File: config.mk
export PLATFORM = sky130hd
export DESIGN_NAME = pin_irq_ctrl
export DESIGN_NICKNAME = d
export VERILOG_FILES = /design/src/rtl/pic_pkg.sv /design/src/rtl/pic_regs.sv /design/src/rtl/pic_edge.sv /design/src/rtl/pic_req.sv /design/src/rtl/pin_irq_ctrl.sv
export SDC_FILE = /design/constraint.sdc
export NUM_CORES = 1
export LEC_CHECK = 0
export BUFFER_PORTS_ARGS = -buffer_cell sky130_fd_sc_hd__buf_2
export CORE_ASPECT_RATIO = 0.75
export CORE_MARGIN = 2
export CORE_UTILIZATION = 37
export CTS_CLUSTER_DIAMETER = 40
export DETAILED_ROUTE_END_ITERATION = 10
export SYNTH_ARGS = -nofsm -noshare
export SYNTH_HDL_FRONTEND = slang
export SYNTH_HIERARCHICAL = 1
export SYNTH_SLANG_ARGS = --single-unit
File: constraint.sdc
create_clock -name clk -period 1.3 [get_ports clk]
set_input_delay 0.13 -clock clk [delete_from_list [all_inputs] [get_ports clk]]
set_output_delay 0.13 -clock clk [all_outputs]
set_load 0.03 [all_outputs]
File: src/rtl/pic_pkg.sv
package pic_pkg;
  localparam int unsigned ADDR_W = 4;

  typedef enum logic [ADDR_W-1:0] {
    A_MODE     = 4'h0,
    A_ENA      = 4'h1,
    A_ENA_SET  = 4'h2,
    A_ENA_CLR  = 4'h3,
    A_ENB      = 4'h4,
    A_ENB_SET  = 4'h5,
    A_ENB_CLR  = 4'h6,
    A_RISE     = 4'h7,
    A_RISE_SET = 4'h8,
    A_FALL     = 4'h9,
    A_FALL_SET = 4'hA,
    A_STAT     = 4'hB
  } reg_addr_e;
endpackage

File: src/rtl/pic_regs.sv
module pic_regs
  import pic_pkg::*;
#(
  parameter int unsigned NCH = 8
) (
  input  logic              clk,
  input  logic              rst,
  input  logic              wr,
  input  logic [ADDR_W-1:0] addr,
  input  logic [NCH-1:0]    wdata,
  output logic [NCH-1:0]    mode_q,
  output logic [NCH-1:0]    ena_q,
  output logic [NCH-1:0]    enb_q
);
  logic [NCH-1:0] mode_d, ena_d, enb_d;

  always_comb begin
    mode_d = mode_q;
    ena_d  = ena_q;
    enb_d  = enb_q;
    if (wr) begin
      unique case (addr)
        A_MODE:    mode_d = wdata;
        A_ENA:     ena_d  = wdata;
        A_ENA_SET: ena_d  = ena_q | wdata;
        A_ENA_CLR: ena_d  = ena_q & ~wdata;
        A_ENB:     enb_d  = wdata;
        A_ENB_SET: enb_d  = enb_q | wdata;
        A_ENB_CLR: enb_d  = enb_q & ~wdata;
        A_STAT:    enb_d  = enb_q ^ (wdata & mode_q);
        default:   ;
      endcase
    end
  end

  always_ff @(posedge clk) begin
    if (rst) begin
      mode_q <= '0;
      ena_q  <= '0;
      enb_q  <= '0;
    end else begin
      mode_q <= mode_d;
      ena_q  <= ena_d;
      enb_q  <= enb_d;
    end
  end
endmodule

File: src/rtl/pic_edge.sv
module pic_edge
  import pic_pkg::*;
#(
  parameter int unsigned NCH = 8
) (
  input  logic              clk,
  input  logic              rst,
  input  logic [NCH-1:0]    pin_lvl,
  input  logic [NCH-1:0]    mode_q,
  input  logic [NCH-1:0]    ena_q,
  input  logic [NCH-1:0]    enb_q,
  input  logic              wr,
  input  logic [ADDR_W-1:0] addr,
  input  logic [NCH-1:0]    wdata,
  output logic [NCH-1:0]    pin_q,
  output logic [NCH-1:0]    rise_q,
  output logic [NCH-1:0]    fall_q
);
  logic [NCH-1:0] stat_clr, rise_clr, fall_clr, rise_set, fall_set;

  always_comb begin
    stat_clr = (wr && addr == A_STAT)     ? (wdata & ~mode_q) : '0;
    rise_clr = ((wr && addr == A_RISE)     ? wdata : '0) | stat_clr;
    fall_clr = ((wr && addr == A_FALL)     ? wdata : '0) | stat_clr;
    rise_set = (wr && addr == A_RISE_SET) ? wdata : '0;
    fall_set = (wr && addr == A_FALL_SET) ? wdata : '0;
  end

  always_ff @(posedge clk) begin
    if (rst) pin_q <= '0;
    else     pin_q <= pin_lvl;
  end

  for (genvar i = 0; i < NCH; i++) begin : g_ch
    logic up_ev, dn_ev;
    assign up_ev = ~mode_q[i] & ena_q[i] &  pin_lvl[i] & ~pin_q[i];
    assign dn_ev = ~mode_q[i] & enb_q[i] & ~pin_lvl[i] &  pin_q[i];

    always_ff @(posedge clk) begin
      if (rst) begin
        rise_q[i] <= 1'b0;
        fall_q[i] <= 1'b0;
      end else begin
        rise_q[i] <= (rise_q[i] & ~rise_clr[i]) | rise_set[i] | up_ev;
        fall_q[i] <= (fall_q[i] & ~fall_clr[i]) | fall_set[i] | dn_ev;
      end
    end
  end
endmodule

File: src/rtl/pic_req.sv
module pic_req #(
  parameter int unsigned NCH = 8
) (
  input  logic           clk,
  input  logic           rst,
  input  logic [NCH-1:0] pin_q,
  input  logic [NCH-1:0] mode_q,
  input  logic [NCH-1:0] ena_q,
  input  logic [NCH-1:0] enb_q,
  input  logic [NCH-1:0] rise_q,
  input  logic [NCH-1:0] fall_q,
  output logic [NCH-1:0] irq_q
);
  logic [NCH-1:0] edge_req, lvl_req;

  always_comb begin
    edge_req = (rise_q & ena_q) | (fall_q & enb_q);
    lvl_req  = ena_q & ~(pin_q ^ enb_q);
  end

  always_ff @(posedge clk) begin
    if (rst) irq_q <= '0;
    else     irq_q <= (mode_q & lvl_req) | (~mode_q & edge_req);
  end
endmodule

File: src/rtl/pin_irq_ctrl.sv
module pin_irq_ctrl
  import pic_pkg::*;
#(
  parameter int unsigned NCH = 8
) (
  input  logic              clk,
  input  logic              rst,
  input  logic              bus_wr,
  input  logic              bus_rd,
  input  logic [ADDR_W-1:0] bus_addr,
  input  logic [NCH-1:0]    bus_wdata,
  output logic [NCH-1:0]    bus_rdata,
  input  logic [NCH-1:0]    pin_lvl,
  output logic [NCH-1:0]    irq_req
);
  logic [NCH-1:0] mode_q, ena_q, enb_q, pin_q, rise_q, fall_q, rd_mux;

  pic_regs #(.NCH(NCH)) u_regs (
    .clk(clk), .rst(rst), .wr(bus_wr), .addr(bus_addr), .wdata(bus_wdata),
    .mode_q(mode_q), .ena_q(ena_q), .enb_q(enb_q)
  );

  pic_edge #(.NCH(NCH)) u_edge (
    .clk(clk), .rst(rst), .pin_lvl(pin_lvl), .mode_q(mode_q), .ena_q(ena_q),
    .enb_q(enb_q), .wr(bus_wr), .addr(bus_addr), .wdata(bus_wdata),
    .pin_q(pin_q), .rise_q(rise_q), .fall_q(fall_q)
  );

  pic_req #(.NCH(NCH)) u_req (
    .clk(clk), .rst(rst), .pin_q(pin_q), .mode_q(mode_q), .ena_q(ena_q),
    .enb_q(enb_q), .rise_q(rise_q), .fall_q(fall_q), .irq_q(irq_req)
  );

  always_comb begin
    unique case (bus_addr)
      A_MODE:  rd_mux = mode_q;
      A_ENA:   rd_mux = ena_q;
      A_ENB:   rd_mux = enb_q;
      A_RISE:  rd_mux = rise_q;
      A_FALL:  rd_mux = fall_q;
      A_STAT:  rd_mux = irq_req;
      default: rd_mux = '0;
    endcase
  end

  always_ff @(posedge clk) begin
    if (rst)         bus_rdata <= '0;
    else if (bus_rd) bus_rdata <= rd_mux;
  end
endmodule

==> results.md <==
- Crit share post-route: a little over nine tenths
- Post-synth EDFFs: 0
- Total grt overflow: 0
- CP Class: flip-flop to flip-flop
- Arr. time, crit path: 1.54 ns
- Crit-path cells: or4bb_1 > a21oi_1 > a211o_1
- Slowest library cell on the worst path: dfxtp_1
- Port bufs: 39
- Seq/Total Area, Yosys: 34.1%
- Max IR drop VDD: roughly 610 uV
- CORE AREA: about 9800 um2
- Hold buffer count at CTS: 0
- Avg WL per Cell: 17.9 um
- Fin area: a little under 5000 um2
- Cells after synthesis: approximately 450
- Worst Path Max Fanout: 6
- GPL Wtd Cong: 0.849
- Worst skew pair latency: between 0.3 and 0.4 ns
- Share of flip-flops with an asynchronous set or reset: 0%
- CP bufs+invs: 0
- Final non-filler cell total: just under 700
- Synthesized flop and latch total: 64
- CTS max path bufs: 2
- Top_reg_cell synth: dfxtp_1
- Postcts setup bufs: 0
- Layout cell share with drive strength beyond 1: roughly 25%
- Worst setup SP type: flip-flop
- Slew Viols, Final: 0
- RSZ-0062 raised after global routing: false
- Worst slack, placed: -0.128 ns
- Max-capacitance violation count: 0
- Initial DRC Count: 349
- Final Worst Setup Slack: around 0.041 ns
- All-layer global routing usage: roughly 23%
- Clock slew at reported path FFs: approximately 0.06 ns
- Fin crit period: about 1.3 ns
- Inserted Diodes: 0
- Area grow syn2layout: 29.6%
- R2R depth: 3
- Vias in the first global route: between 3k and 4k
- Antenna violations before repair: 0
- Count of cell types in the netlist: 54
- Placed instance area: around 4600 um2
- CTS tree: yes
- Height of the die: around 91 um
- Yosys warns: 6
- Average size of a mapped cell: roughly 8.3 um2
- Synthesized area: roughly 3800 um2
- Post-synth top area cell: dfxtp_1
- Pin count of the biggest net entering global routing: 22
- Max_slew headroom: approximately three quarters
- Via/cell ratio: a little under 6
- Final-stage net count: 567
- Total die area: approximately 11000 um2
- CTS root buf: clkbuf_16
- Final core occ: 49.9%
- Final hold vios: 0
- Crit. End Element: flip-flop
- TritonCTS Buffers: 9
- Yosys top cell area share: between 30 and 40%
- H-tree depth: 3
- Ratio of total power to cell area: roughly 1100 nW/um2
- Synth area leaders: dfxtp_1 (34%), a21oi_1 (5.5%), nand2_1 (4.2%)
- Required @ worst endpoint: between 1.5 and 2 ns
- Worst-margin pin slew: 0.380 ns
- Clock Skew: between 0.005 and 0.006 ns
- DP Wirelength: around 9 mm
- ANT nets after route: 0
- Row count: 31
- Syn_nets: between 400 and 500
- Global-route wire length before repair: between 15 and 20 mm
- Worst path top cell family by delay: flip-flops
- Static leakage: ~0.0020 uW
- Via count: about 4k
- Placed Instances: about 660
- Final Setup Violations: 0
- Clock sink total: 64
- Final wirelength: ~12 mm
- CP Depth: 3
- Fmax achieved: just under 0.8 GHz
- Reg2Reg Setup Slack: 0.04 ns
- Die width: ~120 um
- Max stage delay on crit path: between 0.4 and 0.5 ns
- Cell depth of the worst hold path: 2
- DR DRC count: 0
- Initial core utilization: between 30% and 40%
- Outcome: finished, final reports clean
- Drt first pass iters: 5
- Hold Crit Class: primary input to flip-flop
- Ports: 40
## repair_timing
action                                  in CTS  in global routing
hold endpoints to repair                     0                  0
endpoints found under the setup margin       0                  7
gates resized for setup                      0                  6
## where the power goes
group          internal [uW]  switching, uW
combinational            306            382
clock                   1580            864
sequential              2030           75.2
total                   3920           1320
## metrics by stage
| stage | hold WS [ns] | TNS [ns] | total power, uW |
|---|---|---|---|
| floorplan | 0.202 | 0 | 2460 |
| global placement | 0.367 | -1.24 | 2800 |
| detailed placement | 0.374 | -2.34 | 2820 |
| CTS | 0.0195 | 0 | 5270 |
| global route | 0.0329 | 0 | 5450 |
| finish | 0.0252 | 0 | 5240 |
## cell type report
type                       count  area [um2]
sequential                    64        1290
inverter                       4        15.0
clock inverter                 3        40.0
clock buffer                  13         260
tap                          132         165
multi-input combinational    358        2320
fill                         965        4900
timing repair buffer         106         786
## cells in the mapped netlist (8+ instances only)
cell type,count
nand3b_1,13
clkbuf_1,12
and3_1,8
a21o_1,13
nor2b_1,9
nor3b_1,9
dfxtp_1,64
o21bai_1,11
a21oi_1,41
nor4bb_1,8
o21ai_0,26
nand2_1,42
a32oi_1,10
nand3_1,9
nor2_1,42
nand4_1,9
mux2i_1,11
a31oi_1,15
## layer usage
| layer | vias to the layer above | routed length (um) | global-route usage (%) |
|---|---|---|---|
| met3 | 7 | 934 | 7.79 |
| met5 | - | 0 | 0 |
| met1 | 1940 | 6030 | 34.4 |
| met2 | 135 | 5140 | 32.7 |
| met4 | 0 | 62 | 4.17 |
| li1 | 1907 | - | - |
## cell usage in the layout, fill, tap and decap left out, types with 9 or more instances in the layout
master	instances
nor2_1	42
clkbuf_16	9
dfxtp_1	60
nand3b_1	13
buf_2	39
nor3b_1	9
nor2b_1	9
a21oi_1	41
o21ai_0	26
nand2_1	42
mux2i_1	11
o21bai_1	11
buf_4	60
nand4_1	9
nand3_1	9
a21o_1	13
a31oi_1	15
a32oi_1	10
## state kept, by name, summed over array words and instances (netlist names)
register	count
u_req/irq_q	8
u_regs/enb_q	8
u_edge/pin_q	8
u_edge/rise_q	8
u_regs/ena_q	8
bus_rdata	8
u_regs/mode_q	8
u_edge/fall_q	8
## logic make-up (layout without fill, tap and decap cells)
logic type / count (synthesis) / in the layout / share of synthesized area [%]
buf+inv: 30 / 126 / 4.49
simple gates: 193 / 193 / 31.3
mux: 14 / 14 / 3.83
compound gates: 151 / 151 / 26.3
flops: 64 / 64 / 34.1
## final timing paths
check / startpoint / end
worst max-delay path: u_regs/ena_q[4]$_SDFFE_PP0P_ / u_edge/rise_q[4]$_SDFF_PP0_
worst min-delay path: pin_lvl[4] / u_edge/pin_q[4]$_SDFF_PP0_
worst max register to register: u_regs/ena_q[4]$_SDFFE_PP0P_ / u_edge/rise_q[4]$_SDFF_PP0_
worst min register to register: bus_rdata[7]$_SDFFE_PP0P_ / bus_rdata[7]$_SDFFE_PP0P_
Note: power is estimated with default switching activity, not from simulation.
